[src/rtl/ledwave_pkg.sv]
package ledwave_pkg;

  // Event raised by the cell timer for the current counter value.
  typedef enum logic [1:0] {
    EV_NONE = 2'd0,
    EV_RISE = 2'd1,
    EV_DATA = 2'd2,
    EV_END  = 2'd3
  } cell_ev_e;

endpackage

[src/rtl/ledwave_cell_timer.sv]
module ledwave_cell_timer
  import ledwave_pkg::*;
#(
  parameter int CNT_W = 16,
  parameter int LEN_W = 16
) (
  input  logic             clk,
  input  logic             rst,
  input  logic             start_i,
  input  logic [CNT_W-1:0] period_i,
  input  logic [CNT_W-1:0] rise_at_i,
  input  logic [CNT_W-1:0] data_at_i,
  input  logic [LEN_W-1:0] last_idx_i,
  output logic             busy_o,
  output logic             done_o,
  output logic             accept_o,
  output logic             last_cell_o,
  output cell_ev_e         ev_o
);

  logic             busy_q, done_q;
  logic [CNT_W-1:0] cnt_q, per_q, rise_q, data_q;
  logic [LEN_W-1:0] cell_q, len_q;
  logic             at_end, at_last;

  assign accept_o = start_i && !busy_q;
  assign at_end   = (cnt_q == per_q);
  assign at_last  = (cell_q == len_q);

  // Counter, cell index and latched configuration
  always_ff @(posedge clk) begin
    if (rst) begin
      busy_q <= 1'b0;
      done_q <= 1'b0;
      cnt_q  <= '0;
      cell_q <= '0;
      per_q  <= '0;
      rise_q <= '0;
      data_q <= '0;
      len_q  <= '0;
    end else begin
      done_q <= 1'b0;
      if (!busy_q) begin
        if (start_i) begin
          busy_q <= 1'b1;
          cnt_q  <= '0;
          cell_q <= '0;
          per_q  <= period_i;
          rise_q <= rise_at_i;
          data_q <= data_at_i;
          len_q  <= last_idx_i;
        end
      end else if (at_end) begin
        cnt_q <= '0;
        if (at_last) begin
          busy_q <= 1'b0;
          done_q <= 1'b1;
        end else begin
          cell_q <= cell_q + 1'b1;
        end
      end else begin
        cnt_q <= cnt_q + 1'b1;
      end
    end
  end

  // Compare decode; cell end has priority over the two compare points
  always_comb begin
    ev_o = EV_NONE;
    if (busy_q) begin
      if (at_end)                ev_o = EV_END;
      else if (cnt_q == data_q)  ev_o = EV_DATA;
      else if (cnt_q == rise_q)  ev_o = EV_RISE;
    end
  end

  assign busy_o      = busy_q;
  assign done_o      = done_q;
  assign last_cell_o = at_last;

endmodule

[src/rtl/ledwave_byte_stage.sv]
module ledwave_byte_stage
  import ledwave_pkg::*;
#(
  parameter int LANES = 8
) (
  input  logic             clk,
  input  logic             rst,
  input  logic             clear_i,
  input  logic             busy_i,
  input  logic             last_cell_i,
  input  cell_ev_e         ev_i,
  input  logic [LANES-1:0] data_i,
  input  logic             data_valid_i,
  output logic             data_ready_o,
  output logic [LANES-1:0] cell_byte_o,
  output logic             underrun_o
);

  logic             have_q, spent_q, under_q;
  logic [LANES-1:0] byte_q;
  logic             take;

  // One byte per cell; no byte is taken after the last cell's data point
  assign data_ready_o = busy_i && !have_q && !(last_cell_i && spent_q);
  assign take         = data_ready_o && data_valid_i;

  // Byte taken on the data-point clock goes straight to the lanes
  always_comb begin
    if (have_q)    cell_byte_o = byte_q;
    else if (take) cell_byte_o = data_i;
    else           cell_byte_o = '0;
  end

  always_ff @(posedge clk) begin
    if (rst) begin
      have_q  <= 1'b0;
      spent_q <= 1'b0;
      under_q <= 1'b0;
      byte_q  <= '0;
    end else if (clear_i) begin
      have_q  <= 1'b0;
      spent_q <= 1'b0;
      under_q <= 1'b0;
    end else begin
      if (ev_i == EV_DATA) begin
        spent_q <= 1'b1;
        have_q  <= 1'b0;
        if (!have_q && !take) under_q <= 1'b1;
      end else if (take) begin
        have_q <= 1'b1;
        byte_q <= data_i;
      end
      if (ev_i == EV_END) spent_q <= 1'b0;
    end
  end

  assign underrun_o = under_q;

endmodule

[src/rtl/ledwave_lane_drv.sv]
module ledwave_lane_drv
  import ledwave_pkg::*;
#(
  parameter int LANES = 8
) (
  input  logic             clk,
  input  logic             rst,
  input  cell_ev_e         ev_i,
  input  logic [LANES-1:0] cell_byte_i,
  output logic [LANES-1:0] lanes_o
);

  for (genvar g = 0; g < LANES; g++) begin : g_lane
    logic pin_q;
    always_ff @(posedge clk) begin
      if (rst) begin
        pin_q <= 1'b0;
      end else begin
        case (ev_i)
          EV_RISE: pin_q <= 1'b1;
          EV_DATA: pin_q <= cell_byte_i[g];
          EV_END:  pin_q <= 1'b0;
          default: pin_q <= pin_q;
        endcase
      end
    end
    assign lanes_o[g] = pin_q;
  end

endmodule

[src/rtl/ledwave_burst.sv]
module ledwave_burst
  import ledwave_pkg::*;
#(
  parameter int LANES = 8,
  parameter int CNT_W = 16,
  parameter int LEN_W = 16
) (
  input  logic             clk,
  input  logic             rst,
  input  logic             start_i,
  input  logic [CNT_W-1:0] period_i,
  input  logic [CNT_W-1:0] rise_at_i,
  input  logic [CNT_W-1:0] data_at_i,
  input  logic [LEN_W-1:0] last_idx_i,
  input  logic [LANES-1:0] data_i,
  input  logic             data_valid_i,
  output logic             data_ready_o,
  output logic [LANES-1:0] lanes_o,
  output logic             busy_o,
  output logic             done_o,
  output logic             underrun_o
);

  cell_ev_e         ev;
  logic             accept, last_cell;
  logic [LANES-1:0] cell_byte;

  ledwave_cell_timer #(.CNT_W(CNT_W), .LEN_W(LEN_W)) timer_i (
    .clk         (clk),
    .rst         (rst),
    .start_i     (start_i),
    .period_i    (period_i),
    .rise_at_i   (rise_at_i),
    .data_at_i   (data_at_i),
    .last_idx_i  (last_idx_i),
    .busy_o      (busy_o),
    .done_o      (done_o),
    .accept_o    (accept),
    .last_cell_o (last_cell),
    .ev_o        (ev)
  );

  ledwave_byte_stage #(.LANES(LANES)) bytes_i (
    .clk          (clk),
    .rst          (rst),
    .clear_i      (accept),
    .busy_i       (busy_o),
    .last_cell_i  (last_cell),
    .ev_i         (ev),
    .data_i       (data_i),
    .data_valid_i (data_valid_i),
    .data_ready_o (data_ready_o),
    .cell_byte_o  (cell_byte),
    .underrun_o   (underrun_o)
  );

  ledwave_lane_drv #(.LANES(LANES)) lanes_i (
    .clk         (clk),
    .rst         (rst),
    .ev_i        (ev),
    .cell_byte_i (cell_byte),
    .lanes_o     (lanes_o)
  );

endmodule

[config.mk]
export PLATFORM = sky130hd
export DESIGN_NAME = ledwave_burst
export DESIGN_NICKNAME = d
export VERILOG_FILES = /design/src/rtl/ledwave_pkg.sv /design/src/rtl/ledwave_cell_timer.sv /design/src/rtl/ledwave_byte_stage.sv /design/src/rtl/ledwave_lane_drv.sv /design/src/rtl/ledwave_burst.sv
export SDC_FILE = /design/constraint.sdc
export NUM_CORES = 1
export LEC_CHECK = 0
export ABC_AREA = 0
export BUFFER_PORTS_ARGS = -buffer_cell sky130_fd_sc_hd__clkbuf_2
export CAP_MARGIN = 20
export CORE_MARGIN = 3
export CORE_UTILIZATION = 35
export CTS_BUF_LIST = sky130_fd_sc_hd__clkbuf_4
export DETAILED_ROUTE_END_ITERATION = 8
export PLACE_DENSITY = 0.63
export SLEW_MARGIN = 20
export SYNTH_ARGS = -nofsm -noshare
export SYNTH_HDL_FRONTEND = slang
export SYNTH_SLANG_ARGS = --single-unit
[constraint.sdc]
create_clock -name clk -period 2.51 [get_ports clk]
set_input_delay 0.753 -clock clk [delete_from_list [all_inputs] [get_ports clk]]
set_output_delay 0.753 -clock clk [all_outputs]
set_load 0.005 [all_outputs]
==> metrics, run 1 <==
final period demand of the worst path=2700 ps; fin worst setup slack=-188 ps; share of synthesized registers carrying an async set or reset=0; slew at the pin closest to its max-slew limit=692 ps; fraction of final layout cells with drive strength greater than 1=0.221; most area-hungry cell type in the Yosys netlist=sky130_fd_sc_hd__dfxtp_1; number of slew-limit violations in the final report=0; area occupied by registers=2350 sq um; RSZ-0062 raised after global routing=yes; root buf cell=sky130_fd_sc_hd__clkbuf_4; Total Die Area=17,300 sq um; post-detail-place hpwl=10,000 microns; violations in the final reports=negative setup slack; number of buffers added by the clock tree synthesis step=17; commonest cells after routing, fill and taps aside=sky130_fd_sc_hd__nand2_1, sky130_fd_sc_hd__dfxtp_1, sky130_fd_sc_hd__a21oi_1, sky130_fd_sc_hd__clkbuf_2, sky130_fd_sc_hd__xor2_1; synthesis-stage register bit count=117; Vert. Die Dim=132 microns; result of the run=complete, but fails checks; area of the mapped netlist=5510 sq um; upper clock frequency limit=371 MHz; Power Density=587 nW/um^2; number of synthesis warnings=0; max-capacitance violation count=0; power consumption=3.82 mW; leak pwr=2.70 nW; cts hold-fix bufs=0; via count=4,796; CTS clock-pin slew for the worst setup and hold paths=120 ps; TritonCTS sink count=117; maximum number of pins on one net before global-route repair=45; CP arrival=1950 ps; portion of the post-synthesis area used by sequential elements=0.425; post-detailed-routing wire length=13,900 microns; detailed-route DRC error count=0; most used flip-flop cell after synthesis=sky130_fd_sc_hd__dfxtp_1; initial detailed-routing violation count=301; drt pass-1 iters=5; routed vias/inst=4.89; required time of the critical path=1760 ps; Synth top area share=0.425; maximum fanout along the worst path=5; cell count after synthesis=678; most common cell after layout, fill and taps aside=sky130_fd_sc_hd__nand2_1; number of port buffers=87; combined area of the multi-input logic cells=2860 sq um; insertion delay to the later sink of the worst-skew pair=550 ps; layout filler cell count=1,600; boundary pin count=88; critical path capture point type=output port; initial core utilization=0.360; first-pass GRT wire length=23,300 microns; final setup skew=25.8 ps; type of the most critical hold path=in2reg; period utilisation layout=1.07; Rows=45; total congestion overflow after global routing=0; Worst slew margin=0.535; synthesis-to-finish area growth=17.8%; count of H-tree levels built during CTS=4; Final #Nets=833; weighted congestion reported at the end of routability-driven placement=0.795; pre-CTS WS=199 ps; final hold violation count=0; syn_nets=756; classification of the worst setup path=reg2out; non-filler instance count after layout=980; Distinct cells, synth=44; Post-DRT Antenna Nets=0; CORE AREA=15,300 sq um; vias in the first global route=4,589; wire length per cell after detailed routing=14.2 microns; die width=132 microns; main area contributors after synthesis=sky130_fd_sc_hd__dfxtp_1, sky130_fd_sc_hd__nand2_1, sky130_fd_sc_hd__a21oi_1; largest vdd supply drop=0.000258 V; Post-Syn Area per Cell=8.13 sq um; global-route total usage across every layer=0.166; Cell Count Post-Placement=944; clock tree from TritonCTS=done; number of enable flip-flop cells after synthesis=0; largest buffer count on any clock path=2; antenna violations before repair=1; final count of negative-setup-slack endpoints=1; nature of the critical path startpoint=flop
==> report_power, final <==
group / switching (mW) / internal [mW] / total [mW]
clock: 0.761 / 0.593 / 1.35
sequential: 0.0573 / 1.93 / 1.99
combinational: 0.269 / 0.204 / 0.472
total: 1.09 / 2.73 / 3.82
==> synth_stat cells (all sizes together) (11+ instances only) <==
cell / count
a21oi: 86
a311oi: 12
buf: 28
clkbuf: 34
dfxtp: 117
mux2i: 17
nand2: 156
nand2b: 17
nand3: 11
nand4: 14
nor2: 21
nor4: 16
o21ai: 12
xnor2: 18
xor2: 48
==> cell type report <==
class,count,share of cell area
sequential,117,0.363
inverter,8,0.00462
antenna,1,0.000385
multi-input combinational,491,0.441
timing repair buffer,120,0.107
clock buffer,17,0.0196
tap,211,0.0406
clock inverter,15,0.0243
==> state kept, by name, summed over array words and instances, names as in the netlist <==
register / flops
timer_i.cell_q: 16
timer_i.per_q: 16
timer_i.cnt_q: 16
bytes_i.underrun_o: 1
lanes_i.g_lane.pin_q: 8
bytes_i.have_q: 1
timer_i.len_q: 16
timer_i.rise_q: 16
timer_i.busy_o: 1
timer_i.data_q: 16
bytes_i.spent_q: 1
timer_i.done_o: 1
bytes_i.byte_q: 8
==> worst paths after layout <==
path	startpoint	endpoint	slack, ps	cells past startpoint
setup / recovery	timer_i.cell_q[13]	data_ready_o	-190	6
hold / removal	data_at_i[9]	timer_i.data_q[9]	410	3
setup reg to reg	timer_i.cnt_q[12]	bytes_i.byte_q[0]	270	7
hold reg to reg	timer_i.data_q[2]	timer_i.data_q[2]	470	2
==> per-stage QoR <==
stage / setup TNS, ps / instance area (sq um) / hold slack [ps] / utilization
6_report: -188 / 6490 / 408 / 0.424
5_1_grt: -334 / 6490 / 356 / 0.424
4_1_cts: -273 / 6480 / 362 / 0.423
3_5_place_dp: 0 / 6160 / 460 / 0.402
3_3_place_gp: 0 / 6160 / 456 / 0.402
2_1_floorplan: 0 / 5510 / 448 / -
==> kinds of logic (layout without fill, tap and decap cells) <==
group                      count (synthesis)  count (layout)  synth area share
other                                      0               1                 0
AOI/OAI and AO/OA                        137             137             0.145
DFF                                      117             117             0.425
and+or+nand+nor                          268             268             0.228
adders and majority gates                  2               2           0.00454
muxes                                     18              18            0.0329
xor gates and xnor gates                  66              66             0.105
buffers and inverters                     70             160            0.0601
==> critical path: stages, from the launching register on <==
cell,delay [ps]
sky130_fd_sc_hd__dfxtp_2,350
sky130_fd_sc_hd__xor2_1,160
sky130_fd_sc_hd__nor4_1,320
sky130_fd_sc_hd__nand4_1,210
sky130_fd_sc_hd__nor2_2,160
sky130_fd_sc_hd__nor3_2,70
sky130_fd_sc_hd__clkbuf_2,150
==> layer usage <==
layer | routed length, microns | vias up | track usage | part of all wire
li1 | - | 2482 | - | -
met2 | 6290 | 125 | 0.250 | 0.45
met1 | 6670 | 2169 | 0.226 | 0.48
met3 | 754 | 20 | 0.0433 | 0.054
met5 | 0 | - | 0 | 0
met4 | 229 | 0 | 0.0671 | 0.016
==> timing repair <==
action                     in CTS  in global routing
resized for setup               9                  2
setup buffers                   2                  1
pin swaps                       6                  4
setup endpoints to repair       1                  1
hold endpoints to repair        0                  0
Note: power is estimated with default switching activity, not from simulation.
==> run 2: changes to the inputs <==
==> constraint.sdc (replaced) <==
create_clock -name clk -period 2.51 [get_ports clk]
set_input_delay 0.3765 -clock clk [delete_from_list [all_inputs] [get_ports clk]]
set_output_delay 0.3765 -clock clk [all_outputs]
set_load 0.005 [all_outputs]
==> run 2 against run 1 <==
Effect of this change:
- the run now ends clean
- clock skew shrank 7.6 ps
- power grew 6.4%
- final cell count grew 0.51%
- critical path type unchanged
- global-route usage shrank 0.45 points
- first-iteration DRC count grew 54%
- clock-buffer cell count is the same
- hold slack lost 360 ps
==> metrics, run 2 (same netlist as run 1, synthesis figures left out) <==
CTS clock-pin slew for the worst setup and hold paths=120 ps; number of slew-limit violations in the final report=0; type of the most critical hold path=in2reg; Power Density=616 nW/um^2; routed vias/inst=4.92; maximum number of pins on one net before global-route repair=66; result of the run=complete, no violations; capturing point of the worst reg2reg path=timer_i.cell_q[5]; non-filler instance count after layout=985; weighted congestion reported at the end of routability-driven placement=0.811; Fin Setup TNS=0 ps; post-detail-place hpwl=10,000 microns; slew at the pin closest to its max-slew limit=649 ps; Final #Nets=838; synthesis-to-finish area growth=19.6%; via count=4,848; CORE AREA=15,300 sq um; maximum fanout along the worst path=5; combined area of the multi-input logic cells=2860 sq um; area occupied by registers=2350 sq um; drt pass-1 iters=4; total congestion overflow after global routing=0; Worst slew margin=0.567; commonest cells after routing, fill and taps aside=sky130_fd_sc_hd__nand2_1, sky130_fd_sc_hd__dfxtp_1, sky130_fd_sc_hd__a21oi_1, sky130_fd_sc_hd__clkbuf_2, sky130_fd_sc_hd__xor2_1; insertion delay to the later sink of the worst-skew pair=530 ps; CP arrival=2070 ps; largest buffer count on any clock path=2; required time of the critical path=2130 ps; die width=132 microns; classification of the worst setup path=reg2out; leak pwr=2.73 nW; number of buffers added by the clock tree synthesis step=17; detailed-route DRC error count=0; clock tree from TritonCTS=done; root buf cell=sky130_fd_sc_hd__clkbuf_4; final setup skew=18.2 ps; critical path capture point type=output port; hold depth=3; Post-DRT Antenna Nets=0; Total Die Area=17,300 sq um; reg-to-reg startpoint=timer_i.cnt_q[0]; Cell Count Post-Placement=941; count of H-tree levels built during CTS=4; pre-CTS WS=186 ps; upper clock frequency limit=408 MHz; cells on worst reg2reg path=7; max-capacitance violation count=0; TritonCTS sink count=117; largest vdd supply drop=0.000448 V; global-route total usage across every layer=0.161; RSZ-0062 raised after global routing=yes; nature of the critical path startpoint=flop; endpoint with the worst hold slack=timer_i.rise_q[7]; most common cell after layout, fill and taps aside=sky130_fd_sc_hd__nand2_1; boundary pin count=88; final count of negative-setup-slack endpoints=0; launch point of the worst hold path=rise_at_i[7]; final hold violation count=0; fraction of final layout cells with drive strength greater than 1=0.213; first-pass GRT wire length=22,700 microns; Rows=45; initial detailed-routing violation count=465; wire length per cell after detailed routing=14.2 microns; final period demand of the worst path=2450 ps; number of port buffers=87; layout filler cell count=1,643; power consumption=4.06 mW; reg-to-reg slack, setup=270 ps; Vert. Die Dim=132 microns; vias in the first global route=4,429; period utilisation layout=0.976; fin worst setup slack=60.6 ps; antenna violations before repair=1; initial core utilization=0.360; post-detailed-routing wire length=14,000 microns
-- run 2: changes by cell type in the layout (fill, tap and decap cells not counted), sizes merged --
| cell | before | now |
|---|---|---|
| dlygate4sd3 | 0 | 8 |
| bufinv | 2 | 4 |
| buf | 34 | 31 |
| clkinv | 10 | 7 |
| inv | 8 | 9 |
-- run 2: worst max path at each step --
stage	slack (ps)	end	from	cells past startpoint
detailed placement	190	bytes_i.byte_q[0]	timer_i.cnt_q[0]	7
global placement	260	bytes_i.byte_q[1]	timer_i.cnt_q[15]	7
global route	-40	data_ready_o	timer_i.cell_q[1]	6
floorplan	520	bytes_i.byte_q[0]	timer_i.cnt_q[1]	8
finish	60	data_ready_o	timer_i.cell_q[1]	6
CTS	20	data_ready_o	timer_i.cell_q[2]	6
-- run 2: final cells by class --
class / instances / area share
Timing Repair Buffer: 125 / 0.114
Inverter: 8 / 0.00455
Tap cell: 211 / 0.0400
Multi-Input combinational cell: 491 / 0.434
Sequential cell: 117 / 0.356
Antenna cell: 1 / 0.000380
Clock inverter: 15 / 0.0311
Clock buffer: 17 / 0.0194
-- run 2: where the power goes --
group          total [mW]  leakage (nW)  internal (mW)  switching [mW]
logic               0.484          1.60          0.214           0.270
clock network        1.58         0.169          0.797           0.782
registers            2.00         0.955           1.93          0.0632
total                4.06          2.73           2.95            1.12
-- run 2: routing by layer --
metal	track usage	vias to the layer above	routed length (microns)
li1	-	2484	-
met1	0.220	2233	6640
met2	0.248	116	6550
met3	0.0433	15	633
met4	0.0519	0	201
met5	0	-	0
-- run 2: worst max-delay path, stage by stage (launching register included) --
cell,delay [ps]
sky130_fd_sc_hd__dfxtp_1,380
sky130_fd_sc_hd__xor2_1,200
sky130_fd_sc_hd__nor4_2,320
sky130_fd_sc_hd__nand4_1,240
sky130_fd_sc_hd__nor2_2,180
sky130_fd_sc_hd__nor3_1,70
sky130_fd_sc_hd__clkbuf_2,160
-- run 2: what timing repair did --
| item | in CTS | in global routing |
|---|---|---|
| gates resized for setup | 1 | 5 |
| endpoints found under the hold margin | 0 | 8 |
| endpoints found under the setup margin | 1 | 2 |
| setup buffers | 2 | 1 |
| cloned | 0 | 0 |
| hold buffers | 0 | 8 |
| pin swaps | 2 | 4 |
-- run 2: through the flow --
step                      area [sq um]  utilization  hold WS (ps)
after global routing              6590        0.430         0.853
after floorplan                   5510            -           448
after global placement            6120        0.400           457
after CTS                         6470        0.423         0.824
after detailed placement          6120        0.400           461
final                             6590        0.430          48.9
